**config.mk**
```make
export PLATFORM = sky130hd
export DESIGN_NAME = lock_monitor
export DESIGN_NICKNAME = d
export VERILOG_FILES = /design/src/rtl/lol_pkg.sv /design/src/rtl/bit_sync.sv /design/src/rtl/phase_err_filter.sv /design/src/rtl/lock_compare.sv /design/src/rtl/lock_monitor.sv
export SDC_FILE = /design/constraint.sdc
export NUM_CORES = 1
export LEC_CHECK = 0
export BUFFER_PORTS_ARGS = -buffer_cell sky130_fd_sc_hd__buf_4
export CELL_PAD_IN_SITES_DETAIL_PLACEMENT = 1
export CELL_PAD_IN_SITES_GLOBAL_PLACEMENT = 1
export CORE_AREA = 2 2 84 86
export DETAILED_ROUTE_END_ITERATION = 16
export DIE_AREA = 0 0 86 88
export PLACE_DENSITY = 0.86
export SLEW_MARGIN = 20
export SYNTH_ARGS = -nofsm -noshare
export SYNTH_HDL_FRONTEND = slang
export SYNTH_SLANG_ARGS = --single-unit
```
**constraint.sdc**
```tcl
create_clock -name clk -period 9 [get_ports clk]
set_clock_uncertainty 0.05 [all_clocks]
set_input_delay 0.45 -clock clk [delete_from_list [all_inputs] [get_ports clk]]
set_output_delay 0.45 -clock clk [all_outputs]
set_load 0.03 [all_outputs]
```
**src/rtl/lol_pkg.sv**
```systemverilog
package lol_pkg;

  typedef enum logic {
    ST_UNLOCKED = 1'b0,
    ST_LOCKED   = 1'b1
  } lock_state_e;

  // one quarter of a 2^w full scale: the 45 degree default threshold
  function automatic int quarter_of(input int w);
    return 1 << (w - 2);
  endfunction

endpackage

```
**src/rtl/bit_sync.sv**
```systemverilog
module bit_sync #(
  parameter int STAGES = 2
) (
  input  logic clk,
  input  logic rst,
  input  logic d_i,
  output logic q_o
);
  logic [STAGES-1:0] chain;

  always_ff @(posedge clk) begin
    if (rst) chain <= '0;
    else     chain <= {chain[STAGES-2:0], d_i};
  end

  assign q_o = chain[STAGES-1];
endmodule

```
**src/rtl/phase_err_filter.sv**
```systemverilog
module phase_err_filter #(
  parameter int ACC_W   = 16,
  parameter int SHIFT_W = 4
) (
  input  logic               clk,
  input  logic               rst,
  input  logic               err_i,
  input  logic [SHIFT_W-1:0] shift_i,
  output logic [ACC_W-1:0]   level_o
);
  localparam logic [ACC_W-1:0] FULL = {ACC_W{1'b1}};

  function automatic logic [ACC_W-1:0] iir_step(
    input logic [ACC_W-1:0]   y,
    input logic               x,
    input logic [SHIFT_W-1:0] k
  );
    logic [ACC_W-1:0]     tgt;
    logic signed [ACC_W:0] diff;
    logic signed [ACC_W:0] inc;
    logic signed [ACC_W:0] sum;
    tgt  = x ? FULL : '0;
    diff = $signed({1'b0, tgt}) - $signed({1'b0, y});
    inc  = diff >>> k;
    sum  = $signed({1'b0, y}) + inc;
    return ACC_W'(sum);
  endfunction

  logic [ACC_W-1:0] level_nxt;
  assign level_nxt = iir_step(level_o, err_i, shift_i);

  always_ff @(posedge clk) begin
    if (rst) level_o <= FULL;
    else     level_o <= level_nxt;
  end

  // the level only climbs after an error sample
  p_rise_on_err_r5: assert property (@(posedge clk) disable iff (rst)
    (level_o > $past(level_o)) |-> $past(err_i));

  // the level only drops after a clean sample
  p_fall_on_clear_r5: assert property (@(posedge clk) disable iff (rst)
    (level_o < $past(level_o)) |-> !$past(err_i));

  // with zero shift the level copies the error sample
  p_k0_follow_r5: assert property (@(posedge clk) disable iff (rst)
    ($past(shift_i) == '0 && !$past(rst)) |->
      (level_o == ($past(err_i) ? FULL : '0)));
endmodule

```
**src/rtl/lock_compare.sv**
```systemverilog
module lock_compare
  import lol_pkg::*;
#(
  parameter int ACC_W = 16,
  parameter int THR_W = 8
) (
  input  logic             clk,
  input  logic             rst,
  input  logic [ACC_W-1:0] level_i,
  input  logic [THR_W-1:0] thr_code_i,
  output logic [ACC_W-1:0] thr_level_o,
  output logic             lock_o
);
  localparam int SCALE = ACC_W - THR_W;
  localparam logic [ACC_W-1:0] QUARTER = ACC_W'(quarter_of(ACC_W));

  function automatic logic [ACC_W-1:0] thr_to_level(input logic [THR_W-1:0] code);
    if (code == '0) return QUARTER;
    return ACC_W'(code) << SCALE;
  endfunction

  lock_state_e state_q;

  assign thr_level_o = thr_to_level(thr_code_i);

  always_ff @(posedge clk) begin
    if (rst)                        state_q <= ST_UNLOCKED;
    else if (level_i > thr_level_o) state_q <= ST_UNLOCKED;
    else                            state_q <= ST_LOCKED;
  end

  assign lock_o = (state_q == ST_LOCKED);
endmodule

```
**src/rtl/lock_monitor.sv**
```systemverilog
module lock_monitor #(
  parameter int ACC_W   = 16,
  parameter int THR_W   = 8,
  parameter int SHIFT_W = 4,
  parameter int SYNC_N  = 2
) (
  input  logic               clk,
  input  logic               rst,
  input  logic               ref_clk_i,
  input  logic               fb_clk_i,
  input  logic [THR_W-1:0]   thr_code_i,
  input  logic [SHIFT_W-1:0] shift_i,
  output logic               lock_o
);
  localparam logic [ACC_W-1:0] FULL = {ACC_W{1'b1}};

  logic [1:0]       raw_clk;
  logic [1:0]       syn_clk;
  logic             phase_err;
  logic [ACC_W-1:0] avg_level;
  logic [ACC_W-1:0] thr_level;

  assign raw_clk = {fb_clk_i, ref_clk_i};

  for (genvar g = 0; g < 2; g++) begin : g_sync
    bit_sync #(.STAGES(SYNC_N)) u_sync (
      .clk (clk),
      .rst (rst),
      .d_i (raw_clk[g]),
      .q_o (syn_clk[g])
    );
  end

  assign phase_err = syn_clk[0] ^ syn_clk[1];

  phase_err_filter #(.ACC_W(ACC_W), .SHIFT_W(SHIFT_W)) u_filter (
    .clk     (clk),
    .rst     (rst),
    .err_i   (phase_err),
    .shift_i (shift_i),
    .level_o (avg_level)
  );

  lock_compare #(.ACC_W(ACC_W), .THR_W(THR_W)) u_cmp (
    .clk         (clk),
    .rst         (rst),
    .level_i     (avg_level),
    .thr_code_i  (thr_code_i),
    .thr_level_o (thr_level),
    .lock_o      (lock_o)
  );

  // the cycle after a reset cycle shows full scale and no lock
  p_reset_full_r1: assert property (@(posedge clk)
    $past(rst) |-> (avg_level == FULL && !lock_o));

  // lock is only gained after the level fell to the threshold
  p_rise_needs_low_r1: assert property (@(posedge clk) disable iff (rst)
    $rose(lock_o) |-> $past(avg_level <= thr_level));

  // a level above the threshold drops the flag on the next edge
  p_above_unlocks_r3: assert property (@(posedge clk) disable iff (rst)
    $past(avg_level > thr_level) |-> !lock_o);
endmodule

```
==> flow_metrics.tcl <==
set metrics [dict create \
    clock-root-buffer "clkbuf_8" \
    detailroute.via_count 3338 \
    syn_area_sq_um 3270 \
    path_max_fanout 19 \
    crit_chain "xor2_2 > ha_1 > a21o_1 > a221oi_1 > nor3_1 > or4_1 > o2111ai_1 > o211ai_1 > o21ai_0 > mux2i_1 > ha_1 > a211oi_1 > o21bai_1 > a21oi_1 > a21oi_1 > o41a_1 > a211o_1 > and3b_1 > mux2i_1" \
    min_to "g_sync[1].u_sync.chain[0]" \
    numCtsBuffers 3 \
    clock_latency_ps 270 \
    setup-violations-final 0 \
    synth_cells 432 \
    reg2reg_to "u_filter.level_o[15]" \
    initial_utilization_pct 49.2 \
    max_stage_delay_ps 820 \
    grt_usage_pct 27.7 \
    core_area_sq_um 6640 \
    wl_per_cell_um 19.5 \
    post-place-ws_ps 2790 \
    worst_slack_ps 2670 \
    num_rows 30 \
    yosys_warnings 0 \
    antenna_left 0 \
    r2r.worst_path.cells 19 \
    worst-slew-pin-transition_ps 1060 \
    fin_area_sq_um 3470 \
    synth_edf_count 0 \
    drt_iter0_drc 162 \
    final_common_cell "ha_1" \
    holdPathStages 2 \
    fin_total_pwr_uw 1010 \
    required_ps 9160 \
    n_antenna_cell 0 \
    maxCapViolations 0 \
    rsz0062_at_grt "false" \
    hp-start "fb_clk_i" \
    grt_overflow_total 0 \
    grt_pass1_wl_um 16800 \
    ys_types 60 \
    path_class "register to register" \
    min_period_over_period_pct 70.3 \
    ys_seq_area_share_pct 12.9 \
    worstSetupEndpointType "register" \
    die_area_sq_um 7570 \
    regArea_sq_um 420 \
    fp.dieH_um 88 \
    clock_path_buffers 2 \
    status "finished, final reports clean" \
    layout_common_cells "38 x ha_1, 29 x inv_1, 28 x o21ai_0, 28 x nor2_1, 27 x a21oi_1" \
    avgSynthCellArea_sq_um 7.56 \
    drtPass1Iterations 5 \
    hold_viol 0 \
    worst_setup_path_start_kind "register" \
    post-cts-setup-buffers 0 \
    synth-main-ff-cell "dfxtp_1" \
    drcViolationCount 0 \
    via_per_inst 6.51 \
    grt_pass1_vias 3425 \
    tns_ps 0 \
    io_pins 17 \
    p_leak_uw 0.00159 \
    ys_ff_latch 21 \
    cts_tree "yes" \
    slew_headroom_pct 29.0 \
    die_w_um 86 \
    clk_pin_slew_worst_paths_ps 80 \
    ctsHoldBuffers 0 \
    port_buffers 16 \
    placed_area_sq_um 3420 \
    grt_max_degree 30 \
    r2r_start "g_sync[1].u_sync.chain[1]" \
    htree_num_levels 1 \
    wl_um 9990 \
    drive_above_1_share_pct 9.70 \
    fmax_mhz 158 \
    multi_input_area_sq_um 2670 \
    finalMaxSlewViolations 0 \
    cpMaxStageDelayCell "xor2_2" \
    cts_sinks 21 \
    hp-class "input pin to register" \
    critPathArrivalTime_ps 6480 \
    synth_nets 488 \
    min_period_ps 6330 \
    fill_cells 841 \
    ys_async_sr_fraction_pct 0 \
    dpl.hpwl_um 7970 \
    ir_drop_v 0.000164 \
    nets 490 \
    place.gp.congestion 0.916 \
    area_growth_syn_to_layout_pct 6.20 \
    cts_resized 0 \
    rrSetupSlack_ps 2670 \
    grt_antenna_before_repair 0 \
    p_per_area_nw_per_um2 290 \
]
area by class of cell:
type / count / area share, %
multi-input cells: 361 / 76.8
flip-flops and latches: 21 / 12.1
repair buffers: 16 / 3.46
inverters: 31 / 3.35
well taps: 80 / 2.88
clock buffers: 3 / 1.19
clock inverters: 1 / 0.144
worst max path at each step:
| stage | cells past startpoint | from | to | slack (ps) |
|---|---|---|---|---|
| floorplan | 20 | g_sync[0].u_sync.chain[1] | u_filter.level_o[15] | 3330 |
| global placement | 19 | g_sync[1].u_sync.chain[1] | u_filter.level_o[15] | 3140 |
| detailed placement | 19 | g_sync[1].u_sync.chain[1] | u_filter.level_o[15] | 2790 |
| CTS | 19 | g_sync[1].u_sync.chain[1] | u_filter.level_o[15] | 2660 |
| global route | 19 | g_sync[1].u_sync.chain[1] | u_filter.level_o[15] | 2150 |
| finish | 19 | g_sync[1].u_sync.chain[1] | u_filter.level_o[15] | 2670 |
worst max-delay path: cells and delay by family (launching register included):
family          cells  cell delay [ps]
flops               1              360
xor+xnor            1              820
simple gates        3              860
compound gates     11             3060
mux                 2              300
fa+ha+maj           2              800
layer usage:
| metal | GRT usage [%] | wire length (um) |
|---|---|---|
| met5 | 0 | 0 |
| met4 | 10.8 | 263 |
| met3 | 1.23 | 236 |
| met2 | 47.2 | 4750 |
| met1 | 36.9 | 4740 |
cells by family (layout without fill, tap and decap cells):
kind of cell | count (synthesis) | in the layout | synth area share (%)
DFF | 21 | 21 | 12.9
and+or+nand+nor | 130 | 130 | 21.0
AOI/OAI and AO/OA | 153 | 153 | 33.1
muxes | 13 | 13 | 4.79
xor gates and xnor gates | 25 | 25 | 6.70
buffers and inverters | 50 | 51 | 5.74
adders and majority gates | 40 | 40 | 15.8
power by group:
group / internal, uW / leakage [uW] / total [uW] / switching, uW
logic: 328 / 0.00139 / 784 / 455
registers: 125 / 0.000175 / 160 / 34.7
clock network: 31.0 / 0.0000255 / 64.3 / 33.3
total: 484 / 0.00159 / 1010 / 523
sequential cells by signal, indices dropped and copies added (netlist names):
register / flops
u_filter.level_o: 16
g_sync.u_sync.chain: 4
u_cmp.lock_o: 1
cells in the mapped netlist (all sizes together), types with 11 or more instances:
library cell,count,area (sq um)
ha,38,475
o21ai,30,150
inv,29,109
nor2,28,105
a21oi,27,135
nand2,25,93.8
dfxtp,21,420
clkbuf,19,71.3
nand2b,13,81.3
xnor2,13,114
o21a,12,90.1
xor2,12,105
nor3,11,55.1
per-stage QoR:
stage	hold WS [ps]	utilization, %	cells
6_report	341	52.2	513
5_1_grt	362	52.2	513
4_1_cts	344	52.2	513
3_5_place_dp	388	51.5	509
3_3_place_gp	370	51.5	509
2_1_floorplan	364	-	432
Power figures use the tool's default switching activity.
